--- src/rtl/flash_code_assembler.sv ---
module flash_code_assembler #(
  parameter int SEG_BITS = 5
) (
  input  logic                    clk,
  input  logic                    rst_n,
  input  logic [(1<<SEG_BITS):0]  therm_i,
  input  logic                    coarse_i,
  input  logic                    fine_i,
  input  logic                    xfer_i,
  output logic [SEG_BITS-1:0]     tap_o,
  output logic [2*SEG_BITS-1:0]   code_o,
  output logic                    ovr_o
);
  localparam int SEGS  = 1 << SEG_BITS;
  localparam int NCMP  = SEGS + 1;
  localparam int CW    = 2 * SEG_BITS;
  localparam int CNT_W = $clog2(NCMP + 1);
  localparam logic [SEG_BITS-1:0] TOP_BIT = SEG_BITS'(1) << (SEG_BITS - 1);

  logic [CNT_W-1:0]    ones;
  logic                under, over;
  logic [SEG_BITS-1:0] seg;
  logic [SEG_BITS-1:0] up_q, lo_q;
  logic                oor_q, neg_q;

  always_comb begin
    ones = '0;
    for (int i = 0; i < NCMP; i++) ones = ones + CNT_W'(therm_i[i]);
  end

  assign under = (ones == '0);
  assign over  = (ones == CNT_W'(NCMP));
  assign seg   = under ? '0 : over ? SEG_BITS'(SEGS - 1) : SEG_BITS'(ones - CNT_W'(1));

  always_ff @(posedge clk or negedge rst_n) begin
    if (!rst_n) begin
      up_q  <= '0;
      lo_q  <= '0;
      oor_q <= 1'b0;
      neg_q <= 1'b0;
      tap_o <= '0;
    end else if (coarse_i) begin
      up_q  <= seg ^ TOP_BIT;
      tap_o <= seg;
      oor_q <= under | over;
      neg_q <= under;
    end else if (fine_i) begin
      lo_q  <= seg;
    end
  end

  always_ff @(posedge clk or negedge rst_n) begin
    if (!rst_n) begin
      code_o <= '0;
      ovr_o  <= 1'b0;
    end else if (xfer_i) begin
      code_o <= oor_q ? {neg_q, {(CW-1){1'b0}}} : {up_q, lo_q};
      ovr_o  <= oor_q;
    end
  end

  AST_OUT_HOLD: assert property (@(posedge clk) disable iff (!rst_n)
    !xfer_i |=> $stable(code_o) && $stable(ovr_o));

  AST_OVR_FORM: assert property (@(posedge clk) disable iff (!rst_n)
    ovr_o |-> code_o[CW-2:0] == '0);

  AST_TAP_LOW: assert property (@(posedge clk) disable iff (!rst_n)
    coarse_i && therm_i == '0 |=> tap_o == '0);

  AST_TAP_HOLD: assert property (@(posedge clk) disable iff (!rst_n)
    !coarse_i |=> $stable(tap_o));

  AST_COARSE_WINS: assert property (@(posedge clk) disable iff (!rst_n)
    coarse_i && fine_i |=> $stable(lo_q));

  AST_XFER_OLD: assert property (@(posedge clk) disable iff (!rst_n)
    xfer_i && !oor_q |=> code_o[SEG_BITS-1:0] == $past(lo_q));
endmodule

--- config.mk ---
export PLATFORM = sky130hd
export DESIGN_NAME = flash_code_assembler
export DESIGN_NICKNAME = d
export VERILOG_FILES = /design/src/rtl/flash_code_assembler.sv
export SDC_FILE = /design/constraint.sdc
export NUM_CORES = 1
export LEC_CHECK = 0
export ABC_AREA = 1
export BUFFER_PORTS_ARGS = -buffer_cell sky130_fd_sc_hd__buf_4
export CAP_MARGIN = 30
export CORE_ASPECT_RATIO = 1.1
export CORE_UTILIZATION = 48
export CTS_CLUSTER_SIZE = 40
export DETAILED_ROUTE_END_ITERATION = 6
export PLACE_DENSITY_LB_ADDON = 0.05
export SYNTH_ARGS = -nofsm -noshare
export SYNTH_HDL_FRONTEND = slang
export SYNTH_SLANG_ARGS = --single-unit
--- constraint.sdc ---
create_clock -name clk -period 1 [get_ports clk]
set_input_delay 0.1 -clock clk [delete_from_list [all_inputs] [get_ports clk]]
set_output_delay 0.1 -clock clk [all_outputs]
set_load 0.03 [all_outputs]
# After elaboration in Yosys (flattened, before gate mapping)
# Cells that the tools add are included.
# totals
regBits	28
input_bits	38
out_inout_bits	16
word_cells	49
# classes
add_sub_neg	33
eq_ne	1
n_mux	3
n_bitwise	3
reduce_logical	2
# ops
operator	count
$add A6 B1 Y6	27
$mux W10	1
$mux W5	2
$add A5 B1 Y6	1
$eq A6 B6 Y1 const B	1
$logic_not A6 Y1	1
$add A4 B1 Y5	1
$sub A5 B1 Y5 const B	1
$add A3 B1 Y4	1
$add A2 B1 Y3	1
$add A1 B1 Y2	1
$not A1 Y1	2
$reduce_and A2 Y1	1
$or A1 B1 Y1	1

# Depth between registers and ports, before layout
# depth
word_depth	36
mapped_depth	22
mapped_depth_nobuf	22

# Worst setup path before layout
# Ideal clock, no wire load.
# synth_path
path_kind	input port to flip-flop
start	input port therm_i[0]
end	register up_q[4]
setup_ps	116
arrival_ps	4744
t_required_ps	884
path_slack_ps	-3860
path_stages	21
n_path_buf	0
path_cell_list	fa_1 inv_1 fa_1 fa_1 fa_1 fa_1 fa_1 fa_1 inv_1 fa_1 inv_1 ha_1 inv_1 nor2_1 nand2_1 nand2_1 nand2_1 nand2_1 nand2_1 nand2_1 nand2_1
# synth_between
elab_chain_cells	36
word_cells_on_any_way	38
cone_classes	add/sub: 33; eq/ne: 1; mux: 2; bitwise: 1; reduce/logical: 1
# synth_rtl
item	line	text
start: declaration	6	input logic [(1<<SEG_BITS):0] therm_i,
$add A1 B1 Y2 *	28	for (int i = 0; i < NCMP; i++) ones = ones + CNT_W'(therm_i[i]);
$add A2 B1 Y3 *	28	
$add A3 B1 Y4 *	28	
$add A4 B1 Y5 *	28	
$add A5 B1 Y6 *	28	
$add A6 B1 Y6 * (27 in series)	28	
$sub A5 B1 Y5 / $eq A6 B6 Y1 (equally long branches)	33, 32	
$mux W5	33	assign seg = under ? '0 : over ? SEG_BITS'(SEGS - 1) : SEG_BITS'(ones - CNT_W'(1));
$mux W5 *	33	
$not A1 Y1 (no source line) *	n/a	
end signal: assignment	43	up_q <= seg ^ TOP_BIT;
end: declaration	23	logic [SEG_BITS-1:0] up_q, lo_q;
# Mark *: on every way between the ends. The rest lies on a longest branch, timed or not.
# A chain may end at the register's enable or synchronous reset.

# Worst setup path after layout
# layout_path
start	input port therm_i[11]
end	register up_q[4]
# layout_between
elab_chain_cells	26
word_cells_on_any_way	28
cone_classes	add/sub: 23; eq/ne: 1; mux: 2; bitwise: 1; reduce/logical: 1
# layout_rtl
item	line
$add A6 B1 Y6 * (22 in series)	28
$sub A5 B1 Y5 / $eq A6 B6 Y1 (equally long branches)	33, 32
$mux W5	33
$mux W5 *	33
$not A1 Y1 (no source line) *	n/a
# Marked as above.

==> impl_metrics.env <==
export IMPL_critPathMostFrequentCell="fa_1"
export IMPL_path_max_fanout=6
export IMPL_cts_inserted_buffers=3
export IMPL_drt_wl_total_um=3760
export IMPL_timing_rr_end="code_o[2]"
export IMPL_clk_path_buf_depth=2
export IMPL_min_from="xfer_i"
export IMPL_cts_tree="done"
export IMPL_netlist_area_leader_share_pct=29.7
export IMPL_stdcell_count=350
export IMPL_met1_usage_pct=22.4
export IMPL_dr_pass1_iters=4
export IMPL_final_core_util_pct=71.0
export IMPL_fin_ws_ns=-3.68
export IMPL_wl_per_cell_um=10.8
export IMPL_crit_chain="buf_6 > fa_1 > inv_1 > fa_1 > fa_1 > fa_1 > fa_1 > fa_1 > fa_2 > inv_2 > fa_2 > inv_4 > ha_4 > and2_4 > nand4_4 > nand2_2 > nand2_1 > nand2_1 > nand2_1"
export IMPL_worst_r2r_cell_count=3
export IMPL_synthToLayoutAreaGrowth_pct=40.1
export IMPL_maxSlewViolCount=0
export IMPL_htree_levels=1
export IMPL_post_drt_via_cell_ratio=4.62
export IMPL_cp_end_kind="flip-flop"
export IMPL_layout_drive_gt1_share_pct=39.9
export IMPL_synthesis_area_mm2=0.00202
export IMPL_max_freq_mhz=214
export IMPL_hold_depth=3
export IMPL_place_congestion=0.855
export IMPL_hold_viol_final=0
export IMPL_initial_core_util_pct=50.7
export IMPL_netlist_instances=224
export IMPL_grt_start_max_net_pins=25
export IMPL_grt_total_usage_pct=19.3
export IMPL_yosysMostFrequentCell="inv_1"
export IMPL_rows=24
export IMPL_dp_cells=343
export IMPL_startpoint_type="input port"
export IMPL_status="finished, violations left"
export IMPL_antenna_cells=0
export IMPL_finalInstanceArea_mm2=0.00284
export IMPL_finalCritPeriodShare_pct=468
export IMPL_ioPinCount=54
export IMPL_die_h_um=70.1
export IMPL_yosys_warnings=0
export IMPL_violations="setup timing"
export IMPL_fin_crit_ns=4.68
export IMPL_netlist_top_cells_count="inv_1, nand2_1, fa_1"
export IMPL_crit_slowest_cell="fa_1"
export IMPL_coreArea_mm2=0.00399
export IMPL_nets=371
export IMPL_cts_sinks=24
export IMPL_met3_usage_pct=1.80
export IMPL_busiest_layer="met2"
export IMPL_crit_buf_inv=4
export IMPL_grt_pass1_wl_um=6780
export IMPL_synth_area_leaders="dfrtp_1, fa_1, inv_1"
export IMPL_cts_root_buf="clkbuf_8"
export IMPL_ys_ff_latch=24
export IMPL_dieArea_mm2=0.00448
export IMPL_relSlewSlack_pct=80.4
export IMPL_antenna_found_initial=0
export IMPL_yosys_most_used_dff="dfrtp_1"
export IMPL_hold_path_endpoint="ovr_o"
export IMPL_grt_setup_unrepaired="true"
export IMPL_portBuffers=53
export IMPL_grt_util_met2_pct=36.3
export IMPL_crit_type="in2reg"
export IMPL_synthDistinctLibCells=25
export IMPL_hpwl_um=3260
export IMPL_worst_pin_slew_ns=0.293
export IMPL_drc=0
export IMPL_die_w_um=63.9
export IMPL_syn_area_per_cell_um2=9.04
export IMPL_synth_seq_area_share_pct=29.7
export IMPL_cpPeakStageDelay_ns=0.54
export IMPL_placed_area_mm2=0.00262
export IMPL_drtIter0Drc=59
export IMPL_max_cap_viol_count=0
export IMPL_cts_clk_slew_worst_paths_ns=0.08
export IMPL_cp_required_ns=1.16
export IMPL_yosysTopAreaCell="dfrtp_1"
export IMPL_grt_pass1_vias=1663
export IMPL_synth_edf_count=0
export IMPL_critPathTopFamily="adder cells"
export IMPL_grt_overflow=0
export IMPL_ant_nets=0
export IMPL_crit_arrival_ns=4.83
export IMPL_finalSetupViolCount=13
export IMPL_via_count=1616
export IMPL_synthArstFlopShare_pct=100
export IMPL_hp_class="in2reg"
export IMPL_clk_latency_ns=0.26
export IMPL_r2r_slack_ns=0.12
export IMPL_finClkSkew_ns=0.000743
export IMPL_syn_nets=296
export IMPL_r2r_start="oor_q"
-- through the flow --
| step | setup slack, ns | TNS [ns] | hold slack [ns] |
|---|---|---|---|
| after floorplan | -3.71 | -47.32 | -0.196 |
| final | -3.68 | -46.76 | 0.0894 |
| after CTS | -3.68 | -46.93 | 0.0893 |
| after detailed placement | -4.03 | -51.22 | 0.0111 |
| after global routing | -3.84 | -48.86 | 0.104 |
| after global placement | -4.03 | -51.17 | 0.00780 |
-- layout make-up --
cell class	count	area, um2
Fill cell	333	1160
Timing Repair Buffer	77	599
Clock buffer	4	55.1
Multi-Input combinational cell	132	1280
Inverter	61	231
Sequential cell	24	601
Tap cell	52	65.1
-- sequential cells by signal (all words and copies together) (netlist names) --
name,count
neg_q,1
code_o,10
oor_q,1
up_q,1
lo_q,5
tap_o,5
ovr_o,1
-- cell families (layout without fill, tap and decap cells) --
kind of cell | Yosys count | in the layout | synth area share (%)
flip-flops | 24 | 24 | 29.7
AND/OR/NAND/NOR | 80 | 80 | 19.5
buffers and inverters | 68 | 142 | 13.9
AO/OA/AOI/OAI | 16 | 16 | 5.75
XOR/XNOR | 2 | 2 | 0.865
adder cells (fa/ha/maj) | 34 | 34 | 30.3
-- placed cells by master, fill, tap and decap left out --
| cell type | netlist | routed |
|---|---|---|
| dlygate4sd3_1 | 0 | 1 |
| nand2_4 | 0 | 2 |
| clkbuf_8 | 0 | 4 |
| nand3_1 | 13 | 7 |
| buf_4 | 5 | 71 |
| nor3_4 | 0 | 1 |
| ha_1 | 9 | 5 |
| and2_4 | 0 | 1 |
| a22o_1 | 5 | 5 |
| nand4_4 | 1 | 1 |
| nor2_1 | 5 | 3 |
| ha_4 | 0 | 3 |
| ha_2 | 0 | 1 |
| inv_1 | 61 | 58 |
| a21oi_2 | 1 | 1 |
| o21ai_2 | 3 | 3 |
| buf_6 | 1 | 5 |
| nand2_1 | 47 | 43 |
| xor2_1 | 2 | 2 |
| nor2_4 | 0 | 3 |
| inv_4 | 0 | 1 |
| inv_2 | 0 | 2 |
| dfrtp_1 | 24 | 24 |
| a21oi_4 | 0 | 1 |
| o21ai_0 | 4 | 4 |
| fa_1 | 25 | 23 |
| nand3_2 | 6 | 11 |
| o21ai_1 | 1 | 1 |
| nand3_4 | 0 | 1 |
| fa_2 | 0 | 2 |
| o211ai_1 | 1 | 1 |
| nand2_2 | 3 | 5 |
| nand4_1 | 2 | 2 |
-- how the worst max path moves through the flow --
stage                      from  endpoint  slack (ns)  depth (start not counted)
CTS                  therm_i[0]   up_q[4]       -3.68                         19
floorplan           therm_i[11]   up_q[4]       -3.71                         18
finish              therm_i[11]   up_q[4]       -3.68                         19
detailed placement  therm_i[11]   up_q[4]       -4.03                         19
global placement    therm_i[11]   up_q[4]       -4.03                         19
global route        therm_i[11]   up_q[4]       -3.84                         19
-- tightest hold or removal path, stage by stage --
cell and delay (ns):
buf_4 0.09, nor2_1 0.04, nor2_1 0.08
-- routing by layer --
| layer | share of wire (%) | up-vias | wire (um) |
|---|---|---|---|
| met3 | 4.5 | 5 | 169 |
| met2 | 56 | 43 | 2100 |
| li1 | - | 810 | - |
| met1 | 38 | 758 | 1440 |
| met5 | 0 | - | 0 |
| met4 | 1.5 | 0 | 58 |
-- repair_timing --
action | 4_1_cts | 5_1_grt
pin swaps | 12 | 15
hold buffers | 1 | 0
buffers inserted | 2 | 1
gates resized for setup | 14 | 18
setup endpoints to repair | 13 | 21
endpoints found under the hold margin | 24 | 0
Power is not shown: default switching activity piles up to over one toggle a cycle in this logic, so the estimate is an artifact.
